### src/rtl/pwm_pair_pkg.sv
// Package: shared register selects and control field layout for the
// complementary PWM timer. Assumes a 2-bit register address.
package pwm_pair_pkg;
    localparam int ADDR_W = 2;

    typedef enum logic [ADDR_W-1:0] {
        REG_CTRL   = 2'd0,
        REG_MATCH  = 2'd1,
        REG_RELOAD = 2'd2,
        REG_DBAND  = 2'd3
    } reg_sel_e;

    // Control word bit positions (bit 0 enable, bit 1 polarity, 4:2 prescale)
    localparam int CTRL_EN_BIT   = 0;
    localparam int CTRL_POL_BIT  = 1;
    localparam int CTRL_PSEL_LSB = 2;
endpackage

### src/rtl/pwm_cfg_regs.sv
// Module: configuration register file. Holds enable, polarity, prescale
// select, match, reload and deadband. Assumes writes are single-cycle
// strobes; everything but the enable bit is locked while enabled, and
// deadband values above DB_MAX are clamped.
module pwm_cfg_regs
    import pwm_pair_pkg::*;
#(
    parameter int CNT_W  = 16,
    parameter int PSEL_W = 3,
    parameter int DB_MAX = 128,
    localparam int DB_W  = $clog2(DB_MAX + 1)
) (
    input  logic              clk,
    input  logic              rst_n,
    input  logic              we,
    input  logic [ADDR_W-1:0] addr,
    input  logic [CNT_W-1:0]  wdata,
    output logic              en,
    output logic              pol,
    output logic [PSEL_W-1:0] psel,
    output logic [CNT_W-1:0]  match,
    output logic [CNT_W-1:0]  reload,
    output logic [DB_W-1:0]   dband
);
    logic [DB_W-1:0] db_field;
    logic [DB_W-1:0] db_clamped;

    // Purpose: clamp the incoming deadband field to the ceiling.
    always_comb begin
        db_field   = wdata[DB_W-1:0];
        db_clamped = (db_field > DB_W'(DB_MAX)) ? DB_W'(DB_MAX) : db_field;
    end

    // Purpose: capture register writes, honouring the run-time lock.
    always_ff @(posedge clk) begin
        if (!rst_n) begin
            en     <= 1'b0;
            pol    <= 1'b0;
            psel   <= '0;
            match  <= '0;
            reload <= '1;
            dband  <= '0;
        end else if (we) begin
            case (reg_sel_e'(addr))
                REG_CTRL: begin
                    en <= wdata[CTRL_EN_BIT];
                    if (!en) begin
                        pol  <= wdata[CTRL_POL_BIT];
                        psel <= wdata[CTRL_PSEL_LSB +: PSEL_W];
                    end
                end
                REG_MATCH:  if (!en) match  <= wdata;
                REG_RELOAD: if (!en) reload <= wdata;
                REG_DBAND:  if (!en) dband  <= db_clamped;
                default: ;
            endcase
        end
    end
endmodule

### src/rtl/pwm_prescaler.sv
// Module: power-of-two prescaler. Produces a one-cycle tick every
// 2^psel enabled cycles. Assumes psel is stable while enabled; the
// divider restarts from zero whenever the timer is disabled.
module pwm_prescaler #(
    parameter int PSEL_W = 3,
    localparam int DIV_W = (1 << PSEL_W) - 1
) (
    input  logic              clk,
    input  logic              rst_n,
    input  logic              en,
    input  logic [PSEL_W-1:0] psel,
    output logic              tick
);
    logic [DIV_W-1:0] div_q;
    logic [DIV_W-1:0] mask;

    // Purpose: build a mask of psel low ones selecting the divide.
    always_comb begin
        for (int i = 0; i < DIV_W; i++) begin
            mask[i] = (i < int'(psel));
        end
    end

    // Purpose: free-running divide counter, cleared while idle.
    always_ff @(posedge clk) begin
        if (!rst_n || !en) begin
            div_q <= '0;
        end else begin
            div_q <= div_q + 1'b1;
        end
    end

    assign tick = en && ((div_q & mask) == mask);
endmodule

### src/rtl/pwm_period_core.sv
// Module: period counter and compare logic. Counts 1..reload on each
// tick, inverts the primary level at the match count, restarts at 1 and
// pulses the interrupt at reload. Assumes match/reload/pol are frozen
// while enabled. The primary level is the polarity XOR a toggle flag.
module pwm_period_core #(
    parameter int CNT_W = 16
) (
    input  logic             clk,
    input  logic             rst_n,
    input  logic             en,
    input  logic             pol,
    input  logic             tick,
    input  logic [CNT_W-1:0] match,
    input  logic [CNT_W-1:0] reload,
    output logic             raw_lvl,
    output logic             irq,
    output logic [CNT_W-1:0] cnt
);
    logic inv_q;
    logic match_ok;
    logic at_reload;
    logic at_match;

    // Purpose: decode compare events for the current count.
    always_comb begin
        match_ok  = (match < reload);
        at_reload = (cnt == reload);
        at_match  = match_ok && (cnt == match);
    end

    // Purpose: advance the count and update toggle and interrupt state.
    always_ff @(posedge clk) begin
        if (!rst_n || !en) begin
            cnt   <= CNT_W'(1);
            inv_q <= 1'b0;
            irq   <= 1'b0;
        end else begin
            irq <= 1'b0;
            if (tick) begin
                if (at_reload) begin
                    cnt   <= CNT_W'(1);
                    inv_q <= 1'b0;
                    irq   <= 1'b1;
                end else begin
                    cnt <= cnt + 1'b1;
                    if (at_match) begin
                        inv_q <= ~inv_q;
                    end
                end
            end
        end
    end

    assign raw_lvl = pol ^ inv_q;
endmodule

### src/rtl/pwm_deadband.sv
// Module: rising-edge delay for one output. The output falls one cycle
// after its level falls, and rises once the level has been high for
// dly+1 consecutive cycles. Assumes dly never exceeds the counter range.
module pwm_deadband #(
    parameter int DB_W = 8
) (
    input  logic            clk,
    input  logic            rst_n,
    input  logic            lvl,
    input  logic [DB_W-1:0] dly,
    output logic            q
);
    logic [DB_W-1:0] wait_q;

    // Purpose: count high cycles and release the output when done.
    always_ff @(posedge clk) begin
        if (!rst_n || !lvl) begin
            q      <= 1'b0;
            wait_q <= '0;
        end else if (!q) begin
            if (wait_q >= dly) begin
                q <= 1'b1;
            end else begin
                wait_q <= wait_q + 1'b1;
            end
        end
    end
endmodule

### src/rtl/pwm_pair_timer.sv
// Module: top of the complementary PWM timer. Ties together the register
// file, the prescaler, the period core and one deadband stage per output.
// Assumes a synchronous active-low reset and single-cycle write strobes.
module pwm_pair_timer
    import pwm_pair_pkg::*;
#(
    parameter int CNT_W  = 16,
    parameter int PSEL_W = 3,
    parameter int DB_MAX = 128,
    localparam int DB_W  = $clog2(DB_MAX + 1)
) (
    input  logic              clk,
    input  logic              rst_n,
    input  logic              cfg_we,
    input  logic [ADDR_W-1:0] cfg_addr,
    input  logic [CNT_W-1:0]  cfg_wdata,
    output logic              pwm_out,
    output logic              pwm_out_n,
    output logic              irq
);
    logic              cfg_en;
    logic              cfg_pol;
    logic [PSEL_W-1:0] cfg_psel;
    logic [CNT_W-1:0]  cfg_match;
    logic [CNT_W-1:0]  cfg_reload;
    logic [DB_W-1:0]   cfg_dband;
    logic              tick;
    logic              raw_lvl;
    logic [CNT_W-1:0]  cnt_q;
    logic [1:0]        lvl_v;
    logic [1:0]        q_v;

    pwm_cfg_regs #(
        .CNT_W (CNT_W),
        .PSEL_W(PSEL_W),
        .DB_MAX(DB_MAX)
    ) u_regs (
        .clk   (clk),
        .rst_n (rst_n),
        .we    (cfg_we),
        .addr  (cfg_addr),
        .wdata (cfg_wdata),
        .en    (cfg_en),
        .pol   (cfg_pol),
        .psel  (cfg_psel),
        .match (cfg_match),
        .reload(cfg_reload),
        .dband (cfg_dband)
    );

    pwm_prescaler #(
        .PSEL_W(PSEL_W)
    ) u_pre (
        .clk  (clk),
        .rst_n(rst_n),
        .en   (cfg_en),
        .psel (cfg_psel),
        .tick (tick)
    );

    pwm_period_core #(
        .CNT_W(CNT_W)
    ) u_core (
        .clk    (clk),
        .rst_n  (rst_n),
        .en     (cfg_en),
        .pol    (cfg_pol),
        .tick   (tick),
        .match  (cfg_match),
        .reload (cfg_reload),
        .raw_lvl(raw_lvl),
        .irq    (irq),
        .cnt    (cnt_q)
    );

    // Channel 0 follows the primary level, channel 1 its complement.
    assign lvl_v = {~raw_lvl, raw_lvl};

    for (genvar ch = 0; ch < 2; ch++) begin : g_db
        pwm_deadband #(
            .DB_W(DB_W)
        ) u_db (
            .clk  (clk),
            .rst_n(rst_n),
            .lvl  (lvl_v[ch]),
            .dly  (cfg_dband),
            .q    (q_v[ch])
        );
    end

    assign pwm_out   = q_v[0];
    assign pwm_out_n = q_v[1];
endmodule

### config.mk
export PLATFORM = sky130hd
export DESIGN_NAME = pwm_pair_timer
export DESIGN_NICKNAME = d
export VERILOG_FILES = /design/src/rtl/pwm_pair_pkg.sv /design/src/rtl/pwm_cfg_regs.sv /design/src/rtl/pwm_prescaler.sv /design/src/rtl/pwm_period_core.sv /design/src/rtl/pwm_deadband.sv /design/src/rtl/pwm_pair_timer.sv
export SDC_FILE = /design/constraint.sdc
export NUM_CORES = 1
export LEC_CHECK = 0
export BUFFER_PORTS_ARGS = -buffer_cell sky130_fd_sc_hd__buf_2
export CORE_MARGIN = 2
export CORE_UTILIZATION = 60
export DETAILED_ROUTE_END_ITERATION = 8
export GPL_TIMING_DRIVEN = 0
export PLACE_DENSITY = 0.86
export RECOVER_POWER = 100
export SLEW_MARGIN = 40
export SYNTH_ARGS = -nofsm -noshare
export SYNTH_HDL_FRONTEND = slang
export SYNTH_HIERARCHICAL = 1
export SYNTH_SLANG_ARGS = --single-unit
### constraint.sdc
create_clock -name clk -period 2.55 [get_ports clk]
set_input_delay 0.6375 -clock clk [delete_from_list [all_inputs] [get_ports clk]]
set_output_delay 0.6375 -clock clk [all_outputs]
set_load 0.05 [all_outputs]
==> impl_metrics.json, run 1 <==
{
  "status": "completed",
  "numCtsBuffers": 9,
  "ios": 24,
  "syn_inst": 560,
  "critPathMaxFanout": 7,
  "critPathKind": "reg2reg",
  "synth-warning-count": 6,
  "cap_viol_max_count": 0,
  "fp.dieH_um": 95,
  "post_cts_buffers": 0,
  "core_area_mm2": 0.008134,
  "final_util_pct": 65.82,
  "drv_slew": 0,
  "power.density_mw_per_mm2": 498.0,
  "final_common_cell": "dfxtp_1",
  "routed_wirelength_um": 10770,
  "tns_ps": 0,
  "num-nets-final": 650,
  "tightestPinTransition_ps": 711.6,
  "clk_latency_ps": 360,
  "rrSetupSlack_ps": 210,
  "die_x_um": 95,
  "placed_area_mm2": 0.005215,
  "clk_pin_slew_worst_paths_ps": 90,
  "grt_pass1_wl_um": 17970,
  "synth.area.mux_share_pct": 9.670,
  "start_util_pct": 61.08,
  "peakVddDrop_v": 0.0002929,
  "layout-drive-gt1-share_pct": 9.015,
  "overflow": 0,
  "area_delta_synth_final_pct": 7.756,
  "tritoncts": "built",
  "synth-seq-cells": 88,
  "holdBufCountCts": 0,
  "drc": 0,
  "rsz0062_at_grt": "no",
  "yosys.area_share.simple_pct": 23.02,
  "htreeDepth": 3,
  "grt_max_degree": 16,
  "ant_nets": 0,
  "final_hold_viol_count": 0,
  "dieArea_mm2": 0.009025,
  "skew_ps": 14.19,
  "cts-root-buf": "clkbuf_8",
  "critPathLaunchType": "register",
  "ys_types": 45,
  "grt_usage_pct": 25.49,
  "postCtsResizedCells": 0,
  "dp_cells": 688,
  "hpwl_um": 8300,
  "dr_total_vias": 3898,
  "synth.avg_cell_area_um2": 8.872,
  "clk_path_buf_depth": 2,
  "period_minus_slack_ps": 2341,
  "crit_required_ps": 2800,
  "synth_compound_area_share_pct": 7.681,
  "synthArstFlopShare_pct": 0,
  "hp-class": "reg2reg",
  "via_per_inst": 5.537,
  "rows": 33,
  "leakagePower_nw": 2.077,
  "portBuffers": 23,
  "insertedDiodeCount": 0,
  "synth_fa_ha_area_share_pct": 8.814,
  "synth_edf_count": 0,
  "postLayoutCellArea_mm2": 0.005354,
  "grt_pass1_vias": 3930,
  "syn_area_mm2": 0.004969,
  "synth-main-ff-cell": "dfxtp_1",
  "drt_pass1_iterations": 4,
  "final_cell_mix": "dfxtp_1, nand2_1, mux2i_1",
  "drt_iter0_drc": 161,
  "slew_headroom_pct": 52.44,
  "wl_per_cell_um": 15.30,
  "yosysSeqAreaShare_pct": 35.46,
  "period_share_pct": 91.81,
  "synthXorXnorAreaFrac_pct": 9.166,
  "cts_sinks": 88,
  "fmax_mhz": 427.2,
  "synth_top_family_by_area": "simple AND/OR/NAND/NOR gates",
  "stdcell_count": 704,
  "gp_congestion": 0.9282,
  "antenna_found_initial": 0,
  "arrival_ps": 2590,
  "setup_violations": 0,
  "fillCellCount": 668,
  "end_kind": "register",
  "syn_nets": 616
}
## cell type report
cell class | count | area [um2] | area share [%]
multi-input cells | 410 | 2872 | 53.63
flip-flops and latches | 88 | 1764 | 32.95
inverters | 39 | 146.4 | 2.734
clock buffers | 11 | 141.4 | 2.641
well taps | 105 | 131.4 | 2.454
plain buffers | 23 | 126.4 | 2.360
repair buffers | 23 | 110.1 | 2.057
clock inverters | 5 | 62.56 | 1.168
## per-layer routing
metal | track usage, % | wire length (um) | vias up
met3 | 4.868 | 425 | 20
met4 | 8.937 | 199 | 0
met2 | 47.34 | 5550 | 70
met5 | 0 | 0 | -
li1 | - | - | 1965
met1 | 28.88 | 4595 | 1843
## sequential cells by signal, indices dropped and copies added, names as in the netlist, 2 cells and up
signal,count
u_regs/psel,3
g_db.u_db/q,2
g_db.u_db/wait_q,16
u_regs/reload,16
u_pre/div_q,7
u_regs/dband,8
u_core/cnt,16
u_regs/match,16
## worst max-delay path, stage by stage (launching register included)
cell	delay, ps
dfxtp_1	350
inv_1	70
o21ai_1	60
a21o_1	190
a221oi_2	240
buf_2	240
and3_1	230
and3_1	230
nand4_2	220
nor3_2	210
xnor2_1	140
nor2_1	50
## report_power, final
group	internal, mW	total [mW]	switching, mW
sequential	1.40	1.43	0.0315
combinational	0.102	0.240	0.138
clock	0.487	0.993	0.506
total	1.99	2.67	0.676
## synth_stat cells (all sizes together), types with 2 or more instances
| master | count | area (um2) |
|---|---|---|
| a211oi | 3 | 22.52 |
| a21o | 5 | 37.54 |
| a21oi | 24 | 131.4 |
| and2 | 2 | 12.51 |
| and3 | 6 | 38.79 |
| and4bb | 2 | 25.02 |
| buf | 14 | 127.6 |
| clkbuf | 9 | 33.78 |
| dfxtp | 88 | 1762 |
| ha | 35 | 437.9 |
| inv | 39 | 146.4 |
| mux2i | 48 | 480.5 |
| nand2 | 71 | 266.5 |
| nand2b | 5 | 31.28 |
| nand3 | 13 | 75.07 |
| nand3b | 7 | 52.55 |
| nand4 | 16 | 106.4 |
| nand4b | 5 | 43.79 |
| nor2 | 31 | 116.4 |
| nor2b | 32 | 200.2 |
| nor3 | 3 | 20.02 |
| o211a | 2 | 20.02 |
| o21ai | 19 | 95.09 |
| o31ai | 2 | 25.02 |
| or3 | 16 | 100.1 |
| or4 | 2 | 15.01 |
| xnor2 | 41 | 359.1 |
| xor2 | 11 | 96.34 |
## cells by family after synthesis
logic type,Yosys count
adders and majority gates,35
buffers and inverters,62
AOI/OAI and AO/OA,60
muxes,48
DFF,88
and+or+nand+nor,215
xor gates and xnor gates,52
## final timing paths
| path | from | to | cells past startpoint |
|---|---|---|---|
| setup / recovery | u_regs/psel[2]$_SDFFE_PN0P_ | u_core/cnt[15]$_SDFFE_PP0P_ | 11 |
| hold / removal | u_pre/div_q[0]$_SDFF_PP0_ | u_pre/div_q[0]$_SDFF_PP0_ | 1 |
| setup reg to reg | u_regs/psel[2]$_SDFFE_PN0P_ | u_core/cnt[15]$_SDFFE_PP0P_ | 11 |
| hold reg to reg | u_pre/div_q[0]$_SDFF_PP0_ | u_pre/div_q[0]$_SDFF_PP0_ | 1 |
## through the flow
| step | total power [mW] | hold slack (ps) | setup WS, ps |
|---|---|---|---|
| finish | 2.666 | 475.1 | 209.0 |
| global route | 2.771 | 510.9 | 21.32 |
| CTS | 2.691 | 485.0 | 155.0 |
| detailed placement | 1.716 | 467.1 | 204.8 |
| global placement | 1.705 | 453.6 | 257.7 |
| floorplan | 1.638 | 446.0 | 480.9 |
Note: power is estimated with default switching activity, not from simulation.
==> run 2: changes to the inputs <==
--- a/config.mk
+++ b/config.mk
@@ -7,10 +7,10 @@
 export LEC_CHECK = 0
 export BUFFER_PORTS_ARGS = -buffer_cell sky130_fd_sc_hd__buf_2
 export CORE_MARGIN = 2
-export CORE_UTILIZATION = 60
+export CORE_UTILIZATION = 35
 export DETAILED_ROUTE_END_ITERATION = 8
 export GPL_TIMING_DRIVEN = 0
-export PLACE_DENSITY = 0.86
+export PLACE_DENSITY = 0.58
 export RECOVER_POWER = 100
 export SLEW_MARGIN = 40
 export SYNTH_ARGS = -nofsm -noshare
==> constraint.sdc (replaced) <==
create_clock -name clk -period 2.55 [get_ports clk]
set_input_delay 0.51 -clock clk [delete_from_list [all_inputs] [get_ports clk]]
set_output_delay 0.51 -clock clk [all_outputs]
set_load 0.05 [all_outputs]
==> run 2 against run 1 <==
Core utilization shrank 26 points. Clock skew shrank 8.0 ps. Setup slack gained 38 ps.
==> impl_metrics.json, run 2 (synthesis results as in run 1) <==
{
  "skew_ps": 6.187,
  "final_hold_viol_count": 0,
  "leakagePower_nw": 2.129,
  "grt_max_degree": 15,
  "setup_violations": 0,
  "slew_headroom_pct": 46.40,
  "fillCellCount": 1414,
  "fmax_mhz": 434.2,
  "portBuffers": 23,
  "routed_wirelength_um": 11200,
  "dr_total_vias": 3857,
  "holdBufCountCts": 0,
  "ant_nets": 0,
  "final_util_pct": 40.16,
  "tritoncts": "built",
  "drc": 0,
  "tightestPinTransition_ps": 804.0,
  "postLayoutCellArea_mm2": 0.005574,
  "die_x_um": 123.1,
  "layout-drive-gt1-share_pct": 8.681,
  "grt_pass1_vias": 3905,
  "stdcell_count": 780,
  "power.density_mw_per_mm2": 554.6,
  "rsz0062_at_grt": "no",
  "rows": 43,
  "drt_pass1_iterations": 4,
  "final_common_cell": "dfxtp_1",
  "ios": 24,
  "final_cell_mix": "dfxtp_1, nand2_1, mux2i_1",
  "hp-class": "in2reg",
  "end_kind": "register",
  "critPathMaxFanout": 7,
  "start_util_pct": 35.79,
  "dp_cells": 763,
  "drv_slew": 0,
  "peakVddDrop_v": 0.0004324,
  "holdWs_ps": 425.4,
  "overflow": 0,
  "antenna_found_initial": 0,
  "via_per_inst": 4.945,
  "critPathLaunchType": "register",
  "clk_path_buf_depth": 2,
  "cts_sinks": 88,
  "cts-root-buf": "clkbuf_16",
  "period_minus_slack_ps": 2303,
  "htreeDepth": 3,
  "crit_required_ps": 2780,
  "area_delta_synth_final_pct": 12.19,
  "clk_latency_ps": 340,
  "gp_congestion": 0.8808,
  "critPathKind": "reg2reg",
  "postLayoutSetupSlackWorst_ps": 246.9,
  "tns_ps": 0,
  "num-nets-final": 650,
  "post_cts_buffers": 0,
  "period_share_pct": 90.32,
  "status": "completed",
  "core_area_mm2": 0.01388,
  "placed_area_mm2": 0.005309,
  "numCtsBuffers": 9,
  "clk_pin_slew_worst_paths_ps": 60,
  "total_power_mw": 3.091,
  "fp.dieH_um": 123.1,
  "drt_iter0_drc": 168,
  "grt_usage_pct": 15.85,
  "arrival_ps": 2530,
  "place_ws_ps": 218.8,
  "hpwl_um": 8637,
  "grt_pass1_wl_um": 18750,
  "wl_per_cell_um": 14.36,
  "dieArea_mm2": 0.01516,
  "cap_viol_max_count": 0
}
-- run 2: cell types whose count changed in the layout (fill, tap and decap cells not counted), sizes merged --
cell | before | now
buf | 28 | 27
inv | 41 | 39
bufinv | 1 | 2
clkbuf | 29 | 30
clkinv | 0 | 1
diode | 0 | 1
-- run 2: cell type report --
cell class / count / area, um2 / area share [%]
tap: 180 / 225.2 / 4.040
multi-input combinational: 410 / 2877 / 51.60
buffer: 23 / 128.9 / 2.312
clock buffer: 11 / 242.7 / 4.355
timing repair buffer: 23 / 110.1 / 1.975
inverter: 39 / 146.4 / 2.626
clock inverter: 5 / 80.08 / 1.437
antenna: 1 / 2.502 / 0.04489
sequential: 88 / 1762 / 31.60
-- run 2: report_power, final --
part	internal, mW	switching, mW	leakage, nW
Combinational	0.102	0.141	1.26
Clock	0.883	0.531	0.152
Sequential	1.40	0.0314	0.713
-- run 2: critical path, cell delays in order, from the launching register on --
cell,delay (ps)
dfxtp_1,420
o21ai_1,100
a21o_1,190
a221oi_2,250
clkbuf_4,230
and3_1,200
and3_1,240
nand4_4,160
nor3_1,220
xnor2_1,140
nor2_1,50
-- run 2: per-layer routing --
metal  routed length (um)  vias up  global-route usage (%)
li1                     -     1971                       -
met1                 5107     1828                   19.43
met2                 5639       42                   27.78
met3                  280       16                   2.906
met4                  172        0                   5.398
met5                    0        -                       0
-- run 2: timing repair --
item / in CTS / in global routing
endpoints found under the setup margin: 0 / 3
hold endpoints to repair: 0 / 0
gates resized for setup: 0 / 5
-- run 2: final timing paths --
kind         slack, ps  cells past startpoint                            end                 startpoint
max                250                     10    u_core/cnt[15]$_SDFFE_PP0P_  u_pre/div_q[2]$_SDFF_PP0_
min reg2reg        490                      2        u_regs/pol$_SDFFE_PN0P_    u_regs/pol$_SDFFE_PN0P_
max reg2reg        250                     10    u_core/cnt[15]$_SDFFE_PP0P_  u_pre/div_q[2]$_SDFF_PP0_
min                430                      3  u_regs/match[11]$_SDFFE_PN0P_              cfg_wdata[11]
